--- config.mk ---
export PLATFORM = sky130hd
export DESIGN_NAME = sio_xfer
export DESIGN_NICKNAME = d
export VERILOG_FILES = /design/src/rtl/sio_pkg.sv /design/src/rtl/sio_sync_edge.sv /design/src/rtl/sio_intclk.sv /design/src/rtl/sio_ctrl.sv /design/src/rtl/sio_shreg.sv /design/src/rtl/sio_xfer.sv
export SDC_FILE = /design/constraint.sdc
export NUM_CORES = 1
export LEC_CHECK = 0
export BUFFER_PORTS_ARGS = -buffer_cell sky130_fd_sc_hd__buf_2
export CAP_MARGIN = 15
export CORE_AREA = 2 2 54 56
export DETAILED_ROUTE_END_ITERATION = 16
export DIE_AREA = 0 0 56 58
export PLACE_DENSITY = 0.68
export SLEW_MARGIN = 25
export SYNTH_ARGS = -nofsm -noshare
export SYNTH_HDL_FRONTEND = slang
export SYNTH_SLANG_ARGS = --single-unit
export TNS_END_PERCENT = 50
--- constraint.sdc ---
create_clock -name clk -period 1.2 [get_ports clk]
set_input_delay 0.18 -clock clk [delete_from_list [all_inputs] [get_ports clk]]
set_output_delay 0.18 -clock clk [all_outputs]
set_load 0.05 [all_outputs]
--- src/rtl/sio_pkg.sv ---
package sio_pkg;
  typedef struct packed {
    logic fall;
    logic rise;
  } sio_edge_t;

  localparam logic [1:0] SIO_MODE_OFF = 2'b00;
  localparam logic [1:0] SIO_MODE_EXT = 2'b01;

  function automatic logic sio_is_int(input logic [1:0] m);
    return m[1];
  endfunction
endpackage

--- src/rtl/sio_sync_edge.sv ---
module sio_sync_edge
  import sio_pkg::*;
#(
  parameter int STAGES = 2
) (
  input  logic      clk,
  input  logic      rst,
  input  logic      sck_in,
  output sio_edge_t edge_o
);
  logic [STAGES:0] chain_q;

  always_ff @(posedge clk) begin
    if (rst) chain_q[0] <= 1'b1;
    else     chain_q[0] <= sck_in;
  end

  genvar gi;
  generate
    for (gi = 1; gi <= STAGES; gi++) begin : g_stage
      always_ff @(posedge clk) begin
        if (rst) chain_q[gi] <= 1'b1;
        else     chain_q[gi] <= chain_q[gi-1];
      end
    end
  endgenerate

  assign edge_o.rise = chain_q[STAGES-1] & ~chain_q[STAGES];
  assign edge_o.fall = ~chain_q[STAGES-1] & chain_q[STAGES];
endmodule

--- src/rtl/sio_intclk.sv ---
module sio_intclk
  import sio_pkg::*;
#(
  parameter int HALF_CLKS = 1
) (
  input  logic      clk,
  input  logic      rst,
  input  logic      run,
  output logic      sck_q,
  output sio_edge_t edge_o
);
  localparam int DW = (HALF_CLKS > 1) ? $clog2(HALF_CLKS) : 1;
  localparam logic [DW-1:0] DLAST = DW'(HALF_CLKS - 1);

  logic [DW-1:0] div_q;
  logic          tick;

  assign tick = run && (div_q == DLAST);

  always_ff @(posedge clk) begin
    if (rst || !run) begin
      div_q <= '0;
      sck_q <= 1'b1;
    end else if (tick) begin
      div_q <= '0;
      sck_q <= ~sck_q;
    end else begin
      div_q <= div_q + 1'b1;
    end
  end

  assign edge_o.fall = tick & sck_q;
  assign edge_o.rise = tick & ~sck_q;
endmodule

--- src/rtl/sio_ctrl.sv ---
module sio_ctrl
  import sio_pkg::*;
#(
  parameter int WIDTH = 8
) (
  input  logic      clk,
  input  logic      rst,
  input  logic [1:0] mode,
  input  logic      start,
  input  logic      load,
  input  logic      flag_clr,
  input  sio_edge_t int_edge,
  input  sio_edge_t ext_edge,
  output sio_edge_t shift_edge,
  output logic      load_en,
  output logic      int_run,
  output logic      busy_q,
  output logic      flag_q
);
  localparam int CW = $clog2(WIDTH + 1);
  localparam logic [CW-1:0] CLAST = CW'(WIDTH - 1);

  logic [CW-1:0] cnt_q;
  logic          start_ok;
  logic          last_rise;

  always_comb begin
    if (sio_is_int(mode))         shift_edge = int_edge;
    else if (mode == SIO_MODE_EXT) shift_edge = ext_edge;
    else                           shift_edge = '0;
  end

  assign start_ok  = start && !busy_q && (mode != SIO_MODE_OFF);
  assign last_rise = busy_q && shift_edge.rise && (cnt_q == CLAST);
  assign load_en   = load && !busy_q;
  assign int_run   = busy_q && sio_is_int(mode);

  always_ff @(posedge clk) begin
    if (rst) begin
      busy_q <= 1'b0;
      cnt_q  <= '0;
    end else if (start_ok) begin
      busy_q <= 1'b1;
      cnt_q  <= '0;
    end else if (busy_q && shift_edge.rise) begin
      cnt_q <= cnt_q + 1'b1;
      if (cnt_q == CLAST) busy_q <= 1'b0;
    end
  end

  always_ff @(posedge clk) begin
    if (rst)                       flag_q <= 1'b0;
    else if (last_rise)            flag_q <= 1'b1;
    else if (start_ok || flag_clr) flag_q <= 1'b0;
  end


  busy_hold_chk: assert property (@(posedge clk) disable iff (rst)
    (busy_q && !shift_edge.rise) |=> (busy_q && $stable(cnt_q)));


  flag_end_chk: assert property (@(posedge clk) disable iff (rst)
    $rose(flag_q) |-> $fell(busy_q));


  cnt_range_chk: assert property (@(posedge clk) disable iff (rst)
    cnt_q <= CW'(WIDTH));
endmodule

--- src/rtl/sio_shreg.sv ---
module sio_shreg
  import sio_pkg::*;
#(
  parameter int WIDTH = 8
) (
  input  logic             clk,
  input  logic             rst,
  input  logic             load_en,
  input  logic [WIDTH-1:0] load_data,
  input  sio_edge_t        edge_i,
  input  logic             si,
  output logic [WIDTH-1:0] shreg_q,
  output logic             so_q
);
  always_ff @(posedge clk) begin
    if (rst)              shreg_q <= '0;
    else if (load_en)     shreg_q <= load_data;
    else if (edge_i.rise) shreg_q <= {shreg_q[WIDTH-2:0], si};
  end

  always_ff @(posedge clk) begin
    if (rst)              so_q <= 1'b0;
    else if (edge_i.fall) so_q <= shreg_q[WIDTH-1];
  end


  shreg_hold_chk: assert property (@(posedge clk) disable iff (rst)
    (!load_en && !edge_i.rise) |=> $stable(shreg_q));


  so_hold_chk: assert property (@(posedge clk) disable iff (rst)
    !edge_i.fall |=> $stable(so_q));
endmodule

--- src/rtl/sio_xfer.sv ---
module sio_xfer
  import sio_pkg::*;
#(
  parameter int WIDTH       = 8,
  parameter int HALF_CLKS   = 1,
  parameter int SYNC_STAGES = 2
) (
  input  logic             clk,
  input  logic             rst,
  input  logic [1:0]       mode,
  input  logic             start,
  input  logic             load,
  input  logic [WIDTH-1:0] load_data,
  input  logic             flag_clr,
  input  logic             sck_in,
  input  logic             si,
  output logic [WIDTH-1:0] rd_data,
  output logic             sck_out,
  output logic             sck_oe,
  output logic             so,
  output logic             busy,
  output logic             done_flag
);
  sio_edge_t int_edge, ext_edge, shift_edge;
  logic      load_en, int_run;

  sio_sync_edge #(.STAGES(SYNC_STAGES)) u_sync (
    .clk(clk), .rst(rst), .sck_in(sck_in), .edge_o(ext_edge)
  );

  sio_intclk #(.HALF_CLKS(HALF_CLKS)) u_intclk (
    .clk(clk), .rst(rst), .run(int_run), .sck_q(sck_out), .edge_o(int_edge)
  );

  sio_ctrl #(.WIDTH(WIDTH)) u_ctrl (
    .clk(clk), .rst(rst), .mode(mode), .start(start), .load(load),
    .flag_clr(flag_clr), .int_edge(int_edge), .ext_edge(ext_edge),
    .shift_edge(shift_edge), .load_en(load_en), .int_run(int_run),
    .busy_q(busy), .flag_q(done_flag)
  );

  sio_shreg #(.WIDTH(WIDTH)) u_shreg (
    .clk(clk), .rst(rst), .load_en(load_en), .load_data(load_data),
    .edge_i(shift_edge), .si(si), .shreg_q(rd_data), .so_q(so)
  );

  assign sck_oe = sio_is_int(mode);


  park_high_chk: assert property (@(posedge clk) disable iff (rst)
    (!busy && sio_is_int(mode)) |-> sck_out);
endmodule

### Yosys cells after proc, flatten, opt, wreduce, memory -nomap -nowiden

Index checks and enable logic that the tools add are counted.

| operators by class | value |
|---|---|
| reductions and logical operators | 19 |
| mux-type cells | 9 |
| eq/ne operators | 2 |
| bitwise logic cells | 8 |
| add/subtract/negate cells | 2 |

Operator list:

| cell | count |
|---|---|
| $mux 8 | 2 |
| $reduce_bool 2->1 | 5 |
| $logic_and 1x1->1 | 7 |
| $mux 1 | 5 |
| $add 4x1->4 const B | 1 |
| $and 1x1->1 | 4 |
| $eq 4x3->1 const B | 1 |
| $mux 2 | 2 |
| $not 1->1 | 4 |
| $reduce_or 2->1 | 2 |
| $eq 2x1->1 const B | 1 |
| $logic_not 1->1 | 2 |
| $logic_or 1x1->1 | 2 |
| $reduce_and 2->1 | 1 |
| $add 1x1->1 const B | 1 |

| storage, ports and cells | value |
|---|---|
| register bits | 20 |
| logic and storage cells | 50 |
| input port bits | 17 |
| output and inout port bits | 13 |

### Logic depth before layout (Yosys ltp)

Gate-level depths: netlist of run 1.

| depth | value |
|---|---|
| depth in word-level cells | 7 |
| mapped depth | 5 |
| depth with buffers taken out | 4 |

### By module

Synthesis of run 1 repeated with hierarchy kept, for this count alone.

| unflattened totals | value |
|---|---|
| cells, all modules | 97 |
| area total of the unflattened synthesis | 977.2 µm² |

Modules (own cells, without submodules):

| module | area each (µm²) | seq. area each (µm²) | cells an instance | instances |
|---|---|---|---|---|
| sio_shreg | 402.9 | 180.2 | 38 | 1 |
| sio_ctrl | 396.6 | 120.1 | 43 | 1 |
| sio_sync_edge | 92.6 | 60.1 | 8 | 1 |
| sio_intclk | 77.6 | 40.0 | 7 | 1 |
| sio_xfer | 7.5 | 0.0 | 1 | 1 |

### Worst setup path after synthesis of run 1

Ideal clock, no wire load.

| path | value |
|---|---|
| path type | flip-flop to flip-flop |
| from | reg u_ctrl.busy_q |
| to | reg u_ctrl.busy_q |
| slack | -0.474 ns |
| arrival time | 1.553 ns |
| clock period less this slack | 1.674 ns |
| data required time | 1.078 ns |
| setup time | 0.122 ns |
| path buffers | 1 |
| cell stages (with the launch flop) | 5 |
| cells stage by stage | dfxtp_1 -> buf_4 -> and4bb_4 -> nor2_1 -> o311a_1 |

| on the way | value |
|---|---|
| longest elaborated chain between the ends | 7 |
| elaborated cells between the ends (all ways) | 12 |
| those cells by class | mux: 2; bitwise: 1; reduce/logical: 9 |

Ends and longest elaborated chain:

| element | line | source |
|---|---|---|
| from (decl) | sio_ctrl.sv:17 | `output logic busy_q,` |
| from (signal assigned) | sio_ctrl.sv:40 | `busy_q <= 1'b0;` |
| from (signal assigned) | sio_ctrl.sv:43 | `busy_q <= 1'b1;` |
| from (signal assigned) | sio_ctrl.sv:47 | `if (cnt_q == CLAST) busy_q <= 1'b0;` |
| $logic_and 1x1->1 | sio_ctrl.sv:36 | `assign int_run = busy_q && sio_is_int(mode);` |
| $logic_and 1x1->1 | sio_intclk.sv:18 | `assign tick = run && (div_q == DLAST);` |
| $and 1x1->1 | sio_intclk.sv:33 | `assign edge_o.rise = tick & ~sck_q;` |
| $mux 2 | sio_ctrl.sv:28 | `if (sio_is_int(mode)) shift_edge = int_edge;` |
| $logic_and 1x1->1 | sio_ctrl.sv:45 | `end else if (busy_q && shift_edge.rise) begin` |
| $reduce_bool 2->1 (no line) | - |  |
| $reduce_and 2->1 (no line) | - |  |

Parallel ways exist; a longest one is shown, timed or not.
A chain may end at the register's enable or synchronous reset.

### Worst setup path after layout of run 1

| path | value |
|---|---|
| from | reg u_ctrl.busy_q |
| to | reg u_shreg.shreg_q[4] |

| on the way | value |
|---|---|
| longest elaborated chain between the ends | 5 |
| elaborated cells between the ends (all ways) | 8 |
| those cells by class | mux: 2; bitwise: 1; reduce/logical: 5 |

Ends and longest elaborated chain:

| element | line | source |
|---|---|---|
| $logic_and 1x1->1 | sio_ctrl.sv:36 |  |
| $logic_and 1x1->1 | sio_intclk.sv:18 |  |
| $and 1x1->1 | sio_intclk.sv:33 |  |
| $mux 2 | sio_ctrl.sv:28 |  |
| $reduce_bool 2->1 (no line) | - |  |
| to (signal assigned) | sio_shreg.sv:17 | `else if (load_en) shreg_q <= load_data;` |
| to (signal assigned) | sio_shreg.sv:18 | `else if (edge_i.rise) shreg_q <= {shreg_q[WIDTH-2:0], si};` |
| to (decl) | sio_shreg.sv:12 | `output logic [WIDTH-1:0] shreg_q,` |

Parallel ways exist; a longest one is shown, timed or not.

==> impl_metrics.ini, run 1 <==
[power]
power_frac_seq_pct = 50.5
p_leak_nw = 0.544
internal_power_mw = 0.974
pwr-share-comb_pct = 26.9
p_per_area_mw_per_mm2 = 1040
switching_share_pct = 32.3
power.share.clock_pct = 22.6
peakVddDrop_mv = 0.757
switching_power_mw = 0.465

[detailed_routing]
drc = 0
wl_mm = 2.65
vias = 996
drt-initial-drc-count = 19
antenna_left = 0
via_per_inst = 5.69
firstDrtPassIters = 4
wl_per_cell_um = 15.1

[die]
start_util_pct = 37.8
core_area_sq_mm = 0.00266
io_pins = 30
fp.dieH_um = 58
dieWidth_um = 56
die-area_sq_mm = 0.00325
row_count = 19

[final_layout]
final_common_cell = buf_2
final_core_util_pct = 52.2
drive_above_1_share_pct = 48.6
diodes = 0
final_nets = 163
final_cell_mix = buf_2, dfxtp_1, nor2_1
seqCellArea_sq_um = 409
final_area_sq_mm = 0.00139
area_growth_pct = 38.0
multi_input_area_sq_um = 634
fillers = 254
layout.cells.non_filler = 175

[sta]
finalHoldViolCount = 0
rsz0062_at_grt = true
finClkSkew_ns = 0.00100
setup_slack_ns = -0.0626
finalSetupViolations = 9
fmax_mhz = 792
fin_crit_sh_pct = 105
final.min_clock_period_ns = 1.26
holdWs_ns = 0.0575
slew_violations = 0

[yosys]
seq_area_frac_synth_pct = 39.8
syn_area_per_cell_sq_um = 9.33
synth_edf_count = 0
synth_ff_type = dfxtp_1
yosysUniqueCellTypes = 34
synthesis.nets = 126
synth-seq-cells = 20
synthArstFlopShare_pct = 0
synth_compound_area_share_pct = 24.2
muxShareOfSynthArea_pct = 3.98
yosys.area_share.simple_pct = 23.2
yosys.area_share.adder_pct = 1.24
ys_warn_count = 0
postSynthCellCount = 108
syn_area_sq_mm = 0.00101
synth_top_family_by_area = compound AO/OA/AOI/OAI gates
synth_xor_area_share_pct = 0.870

[critical_path]
critPathTopFamily = flip-flops
r2r-end = u_shreg.shreg_q[4]$_SDFFE_PP0P_
cp.depth = 4
cp_cell_sequence = buf_6 > nand4bb_4 > nand2_2 > a2111oi_2
r2r-start = u_ctrl.busy_q$_SDFFE_PP0P_
ff2ff_path_depth = 4
endpoint_kind = register
crit_required_ns = 1.39
startpoint_type = register
worstPathArrival_ns = 1.45
r2r_setup_slack_ns = -0.06
slowest_delay_ns = 0.39
path_max_fanout = 7
cp_slowest_cell = dfxtp_4
crit_buf_inv = 1
critical_path_class = reg2reg

[place]
globalplace.congestion = 0.828
dpl_cell_area_sq_mm = 0.00125
port_buffers = 29
dp_cells = 169
pre_cts_slack_ns = -0.0967
hpwl_mm = 1.84

[grt]
use_met3_pct = 3.13
grt_util_met2_pct = 27.9
grt_max_degree = 13
antenna_found_initial = 0
first_global_vias = 955
grt_util_all_layers_pct = 15.7
grt_first_pass_wirelength_mm = 4.04
grt.busiest_layer = met2
grt-ovfl-total = 0
grtUsageMet1_pct = 18.2

[flow_run]
maxCapViolCount = 0

[hold_path]
whs_endpoint = u_sync.chain_q[0]$_SDFF_PP1_
min_path_type = in2reg
holdPathStages = 2
worstHoldStart = sck_in

[clocking]
clock-root-buffer = clkbuf_4
cts_tree = done
cts.path.max_buffers = 2
cts.clk_slew.worst_paths_ns = 0.10
cts.sink_count = 20
clock_latency_ns = 0.30
numCtsBuffers = 3
h-tree-depth = 1

[status]
violations = setup timing
status = complete, but fails checks
-- layout make-up --
| type | instances | share of cell area (%) |
|---|---|---|
| Timing Repair Buffer | 41 | 19.2 |
| Clock buffer | 4 | 1.89 |
| Inverter | 4 | 1.08 |
| Tap cell | 31 | 2.79 |
| Sequential cell | 20 | 29.4 |
| Multi-Input combinational cell | 75 | 45.6 |
-- per-layer routing --
layer | wire length, um | vias to the layer above
met3 | 100 | 6
li1 | - | 483
met4 | 62 | 0
met2 | 1420 | 28
met1 | 1070 | 479
met5 | 0 | -
-- synth_stat cells, types with 3 or more instances --
cell type	number	area, sq um
a2111oi_1	5	50.1
a211oi_1	4	30.0
buf_4	3	22.5
clkbuf_1	3	11.3
dfxtp_1	20	400
inv_1	4	15.0
mux2i_1	4	40.0
nand2b_1	3	18.8
nand4bb_1	3	33.8
nor2_1	15	56.3
nor4_1	4	25.0
o211ai_1	9	67.6
o21ai_0	3	15.0
or2_2	3	18.8
-- cell families (layout without fill, tap and decap cells) --
| family | after synthesis | after routing |
|---|---|---|
| buffers and inverters | 13 | 49 |
| DFF | 20 | 20 |
| other | 1 | 1 |
| xor gates and xnor gates | 1 | 1 |
| adders and majority gates | 1 | 1 |
| AOI/OAI and AO/OA | 30 | 30 |
| and+or+nand+nor | 38 | 38 |
| muxes | 4 | 4 |
-- registers in the layout, summed over array words and instances (netlist names) --
name	count
u_shreg.so_q	1
u_sync.chain_q	3
u_ctrl.busy_q	1
u_shreg.shreg_q	8
u_ctrl.flag_q	1
u_intclk.sck_q	1
u_intclk.div_q	1
u_ctrl.cnt_q	4
-- per-stage QoR --
stage | power, mW | setup TNS (ns)
finish | 1.44 | -0.232
global route | 1.51 | -1.18
CTS | 1.42 | -0.230
detailed placement | 1.07 | -0.500
global placement | 1.06 | -0.170
floorplan | 0.973 | -0.927
-- worst max path at each step --
stage,from,to,slack (ns)
3_3_place_gp,u_intclk.sck_q$_SDFFE_PP1N_,u_ctrl.cnt_q[1]$_SDFFE_PP0P_,-0.06
4_1_cts,u_ctrl.busy_q$_SDFFE_PP0P_,u_shreg.shreg_q[3]$_SDFFE_PP0P_,-0.04
5_1_grt,u_sync.chain_q[2]$_SDFF_PP1_,u_shreg.shreg_q[4]$_SDFFE_PP0P_,-0.14
2_1_floorplan,u_ctrl.busy_q$_SDFFE_PP0P_,u_shreg.shreg_q[1]$_SDFFE_PP0P_,-0.11
6_report,u_ctrl.busy_q$_SDFFE_PP0P_,u_shreg.shreg_q[4]$_SDFFE_PP0P_,-0.06
3_5_place_dp,u_intclk.div_q$_SDFF_PP0_,u_shreg.shreg_q[2]$_SDFFE_PP0P_,-0.1
-- power by group through the flow --
stage | clock, mW | sequential (mW) | combinational (mW)
after floorplan | 0 | 0.831 | 0.142
after global placement | 0 | 0.737 | 0.326
after detailed placement | 0 | 0.738 | 0.331
after CTS | 0.335 | 0.723 | 0.364
after global routing | 0.375 | 0.730 | 0.410
final | 0.326 | 0.726 | 0.387
-- repair_timing --
action	in CTS	in global routing
pin swaps	3	5
hold buffers	0	0
resized for setup	14	11
endpoints found under the setup margin	15	17
buffers inserted	1	0
cloned	0	1
Note: power is estimated with default switching activity, not from simulation.
==> inputs of run 2 (changes only) <==
CELL_PAD_IN_SITES_DETAIL_PLACEMENT = 1   (was not set)
CELL_PAD_IN_SITES_GLOBAL_PLACEMENT = 1   (was not set)
CORE_AREA = 2 2 59 61   (was 2 2 54 56)
CTS_CLUSTER_SIZE = 16   (was not set)
DIE_AREA = 0 0 61 63   (was 0 0 56 58)
PLACE_DENSITY = 0.74   (was 0.68)
==> run 2 against run 1 <==
The flow still finishes with violations (setup timing). Sequential power up 1%. Clock-buffer cell count decreased by 1. Die area increased by 18%. Design area rose by 12%. Register-to-register slack hardly changed. Critical path depth stayed put. First-iteration DRC count rose by 37%.
==> impl_metrics.ini, run 2 (synthesis gave the netlist of run 1 again) <==
[final_layout]
reg_top3 = u_shreg.shreg_q x8, u_ctrl.cnt_q x4, u_sync.chain_q x3
fillers = 371
multi_input_area_sq_um = 689
area_growth_pct = 54.5
final_cell_mix = buf_2, buf_4, dfxtp_1
regMostFlops = u_shreg.shreg_q
largest_reg_flops = 8
seqCellArea_sq_um = 412
drive_above_1_share_pct = 54.3
final_common_cell = buf_2
diodes = 0
final_nets = 170

[critical_path]
r2r-end = u_ctrl.cnt_q[1]$_SDFFE_PP0P_
ff2ff_path_depth = 4
cp_slowest_cell = dfxtp_2
startpoint_type = register
critical_path_class = reg2reg
cp_cell_sequence = nand4bb_1 > buf_6 > a21boi_4 > mux2i_1
crit_required_ns = 1.44
r2r_setup_slack_ns = -0.07
slowest_delay_ns = 0.36
crit_path_start = u_sync.chain_q[2]$_SDFF_PP1_
endpoint_kind = register
r2r-start = u_sync.chain_q[2]$_SDFF_PP1_
worstPathArrival_ns = 1.51
endpoint = u_ctrl.cnt_q[1]$_SDFFE_PP0P_
path_max_fanout = 7

[die]
dieWidth_um = 61
fp.dieH_um = 63
core_area_sq_mm = 0.00323
io_pins = 30
start_util_pct = 31.2
row_count = 21
die-area_sq_mm = 0.00384

[clocking]
cts.clk_slew.worst_paths_ns = 0.13
cts_hold_buf = 0
cts.sink_count = 20
h-tree-depth = 1
clock_latency_ns = 0.31
numCtsBuffers = 3
clock-root-buffer = clkbuf_4
cts_tree = done
cts.path.max_buffers = 2

[sta]
holdWs_ns = 0.0476
finClkSkew_ns = 0.0106
setup_tns_ns = -0.429
setup_slack_ns = -0.0699
slew_violations = 0
finalHoldViolCount = 0
fin_crit_sh_pct = 106
finalSetupViolations = 12
fmax_mhz = 787
rsz0062_at_grt = true
final.min_clock_period_ns = 1.27

[detailed_routing]
drc = 0
drt-initial-drc-count = 26
vias = 1037
antenna_left = 0
via_per_inst = 5.26
firstDrtPassIters = 4
wl_mm = 3.36
wl_per_cell_um = 17.0

[grt]
grt_first_pass_wirelength_mm = 4.98
grt_util_all_layers_pct = 17.0
grt-ovfl-total = 0
grt_max_degree = 13
first_global_vias = 1119
antenna_found_initial = 0

[place]
port_buffers = 29
globalplace.congestion = 0.793
pre_cts_slack_ns = -0.110
hpwl_mm = 2.23

[power]
p_per_area_mw_per_mm2 = 1110
peakVddDrop_mv = 0.371
p_leak_nw = 0.605

[hold_path]
min_path_type = in2reg

[status]
status = complete, but fails checks
violations = setup timing

[flow_run]
maxCapViolCount = 0
-- run 2: cell types whose count changed in the layout (fill, tap and decap cells not counted), moves of 2 or more --
cell | before | now
dfxtp_2 | 1 | 3
buf_4 | 7 | 16
a2111oi_4 | 0 | 2
nor2_2 | 0 | 2
nor2_1 | 14 | 12
a2111oi_2 | 6 | 4
buf_2 | 27 | 24
dfxtp_1 | 17 | 15
-- run 2: what timing repair did --
action / 4_1_cts / 5_1_grt
setup buffers: 0 / 2
endpoints found under the setup margin: 16 / 18
resized for setup: 18 / 25
cloned: 1 / 0
pin swaps: 10 / 4
-- run 2: how the worst min path moves through the flow --
stage               cells past startpoint    from                              end  slack [ns]
floorplan                               1     rst  u_shreg.shreg_q[3]$_SDFFE_PP0P_        0.26
global placement                        2  sck_in     u_sync.chain_q[0]$_SDFF_PP1_        0.37
detailed placement                      2  sck_in     u_sync.chain_q[0]$_SDFF_PP1_        0.37
CTS                                     2  sck_in     u_sync.chain_q[0]$_SDFF_PP1_        0.04
global route                            2  sck_in     u_sync.chain_q[0]$_SDFF_PP1_        0.04
finish                                  2  sck_in     u_sync.chain_q[0]$_SDFF_PP1_        0.05
-- run 2: report_power, final --
part           leakage (nW)  switching, mW  total, mW  internal, mW
Clock                0.0279          0.224      0.562         0.338
Sequential            0.164         0.0361      0.734         0.698
Combinational         0.413          0.257      0.438         0.181
Total                 0.605          0.517       1.73          1.22
-- run 2: layout make-up --
| cell class | instances | share of cell area [%] |
|---|---|---|
| clock inverter | 1 | 1.93 |
| clock buffer | 3 | 1.45 |
| sequential | 20 | 26.4 |
| tap | 46 | 3.70 |
| multi-input combinational | 75 | 44.3 |
| inverter | 4 | 0.965 |
| timing repair buffer | 48 | 21.2 |
-- run 2: layer usage --
| layer | share of wire [%] | global-route usage, % | routed length (um) |
|---|---|---|---|
| met5 | 0 | 0 | 0 |
| met4 | 2.3 | 5.71 | 78 |
| met3 | 3.2 | 2.69 | 109 |
| met2 | 55 | 29.7 | 1850 |
| met1 | 39 | 20.5 | 1320 |
-- run 2: worst max-delay path: cells and delay by family, from the launching register on --
kind | cells | cell delay [ns]
DFF | 1 | 0.36
and+or+nand+nor | 1 | 0.23
muxes | 1 | 0.21
buffers and inverters | 1 | 0.19
AOI/OAI and AO/OA | 1 | 0.19
-- run 2: through the flow --
stage	util (%)	instance area, sq um	total power [mW]	std cells
global placement	40.6	1310	1.08	190
floorplan	-	1050	0.973	108
finish	48.2	1560	1.73	197
detailed placement	40.6	1310	1.09	190
CTS	44.6	1440	1.68	195
global route	48.2	1560	1.81	197
==> inputs of run 3 (changes only) <==
SKIP_CTS_REPAIR_TIMING = 1   (was not set)
==> run 3 against run 2 <==
The flow still finishes with violations (setup timing). Hold slack barely moved. Maximum frequency is 0.29% higher. Clock-buffer cell count unchanged. Register-to-register slack about the same. Die area is the same. Clock power fell by 1%. Sequential power is essentially flat. Combinational power is 2% higher. Setup slack improved by 0.0037 ns. Sequential share of layout area shrank 0.11 points. Critical endpoint is now u_ctrl.busy_q$_SDFFE_PP0P_.
==> impl_metrics.ini, run 3 (synthesis gave the netlist of run 1 again) <==
[status]
status = complete, but fails checks
violations = setup timing

[critical_path]
crit_required_ns = 1.41
path_max_fanout = 7
slowest_delay_ns = 0.42
worstPathArrival_ns = 1.48
startpoint_type = register
r2r_setup_slack_ns = -0.07
cp_slowest_cell = and4bb_4
critical_path_class = reg2reg
cp_cell_sequence = and4bb_4 > nor2_4 > o311a_1
endpoint_kind = register

[die]
io_pins = 30
row_count = 21
core_area_sq_mm = 0.00323
die-area_sq_mm = 0.00384
dieWidth_um = 61
start_util_pct = 31.2
fp.dieH_um = 63

[final_layout]
multi_input_area_sq_um = 698
final_nets = 170
fillers = 376
reg_top3 = u_shreg.shreg_q x8, u_ctrl.cnt_q x4, u_sync.chain_q x3
final_cell_mix = buf_2, dfxtp_1, buf_4
seqCellArea_sq_um = 412
final_common_cell = buf_2
area_growth_pct = 55.2
diodes = 0
layout.cells.non_filler = 197
largest_reg_flops = 8
regMostFlops = u_shreg.shreg_q
drive_above_1_share_pct = 54.3

[sta]
holdWs_ns = 0.0476
finalHoldViolCount = 0
final.min_clock_period_ns = 1.27
setup_slack_ns = -0.0663
finalSetupViolations = 10
fin_crit_sh_pct = 106
setup_tns_ns = -0.262
rsz0062_at_grt = true
fmax_mhz = 790
slew_violations = 0
finClkSkew_ns = 0.0114

[detailed_routing]
wl_mm = 3.32
drc = 0
firstDrtPassIters = 4
antenna_left = 0
wl_per_cell_um = 16.8
drt-initial-drc-count = 18
vias = 1046
via_per_inst = 5.31

[hold_path]
min_path_type = in2reg

[clocking]
h-tree-depth = 1
cts.path.max_buffers = 2
clock-root-buffer = clkbuf_4
numCtsBuffers = 3
cts.clk_slew.worst_paths_ns = 0.12
cts.sink_count = 20
clock_latency_ns = 0.31
cts_tree = done

[grt]
grt_max_degree = 13
first_global_vias = 1085
grt-ovfl-total = 0
grt_util_all_layers_pct = 16.5
antenna_found_initial = 0
grt_first_pass_wirelength_mm = 4.83

[place]
dp_cells = 190
hpwl_mm = 2.23
globalplace.congestion = 0.793
pre_cts_slack_ns = -0.110
port_buffers = 29

[power]
peakVddDrop_mv = 0.378
p_per_area_mw_per_mm2 = 1110
p_leak_nw = 0.606
finalPower_mw = 1.74

[flow_run]
maxCapViolCount = 0
## run 3: cell type report
type | count | area share [%]
clock buffer | 3 | 1.44
clock inverter | 1 | 1.92
inverter | 4 | 0.961
multi-input combinational | 75 | 44.7
sequential | 20 | 26.3
tap | 46 | 3.68
timing repair buffer | 48 | 21.0
## run 3: metal layers
metal  up-vias  share of wire, %  GRT usage [%]
li1        496                 -              -
met1       519                41           20.1
met2        27                54           28.8
met3         4               3.8           2.48
met4         0               1.3           5.16
met5         -                 0              0
## run 3: worst max-delay path: cells and delay by family, from the launching register on
| kind | cells | cell delay (ns) |
|---|---|---|
| and+or+nand+nor | 2 | 0.51 |
| DFF | 1 | 0.37 |
| AOI/OAI and AO/OA | 1 | 0.29 |
## run 3: worst paths after layout
check | to | startpoint | cells past startpoint
worst max-delay path | u_ctrl.busy_q$_SDFFE_PP0P_ | u_intclk.sck_q$_SDFFE_PP1N_ | 3
worst min register to register | u_sync.chain_q[1]$_SDFF_PP1_ | u_sync.chain_q[0]$_SDFF_PP1_ | 1
worst max register to register | u_ctrl.busy_q$_SDFFE_PP0P_ | u_intclk.sck_q$_SDFFE_PP1N_ | 3
worst min-delay path | u_sync.chain_q[0]$_SDFF_PP1_ | sck_in | 2
## run 3: metrics by stage
step | instance area (sq um) | util (%)
6_report | 1560 | 48.4
2_1_floorplan | 1050 | -
3_3_place_gp | 1310 | 40.6
4_1_cts | 1360 | 42.2
5_1_grt | 1560 | 48.4
3_5_place_dp | 1310 | 40.6
## run 3: power by group
part / leakage (nW) / internal, mW / switching [mW]
Combinational: 0.414 / 0.184 / 0.262
Clock: 0.0279 / 0.338 / 0.217
Sequential: 0.164 / 0.698 / 0.0366
Total: 0.606 / 1.22 / 0.516
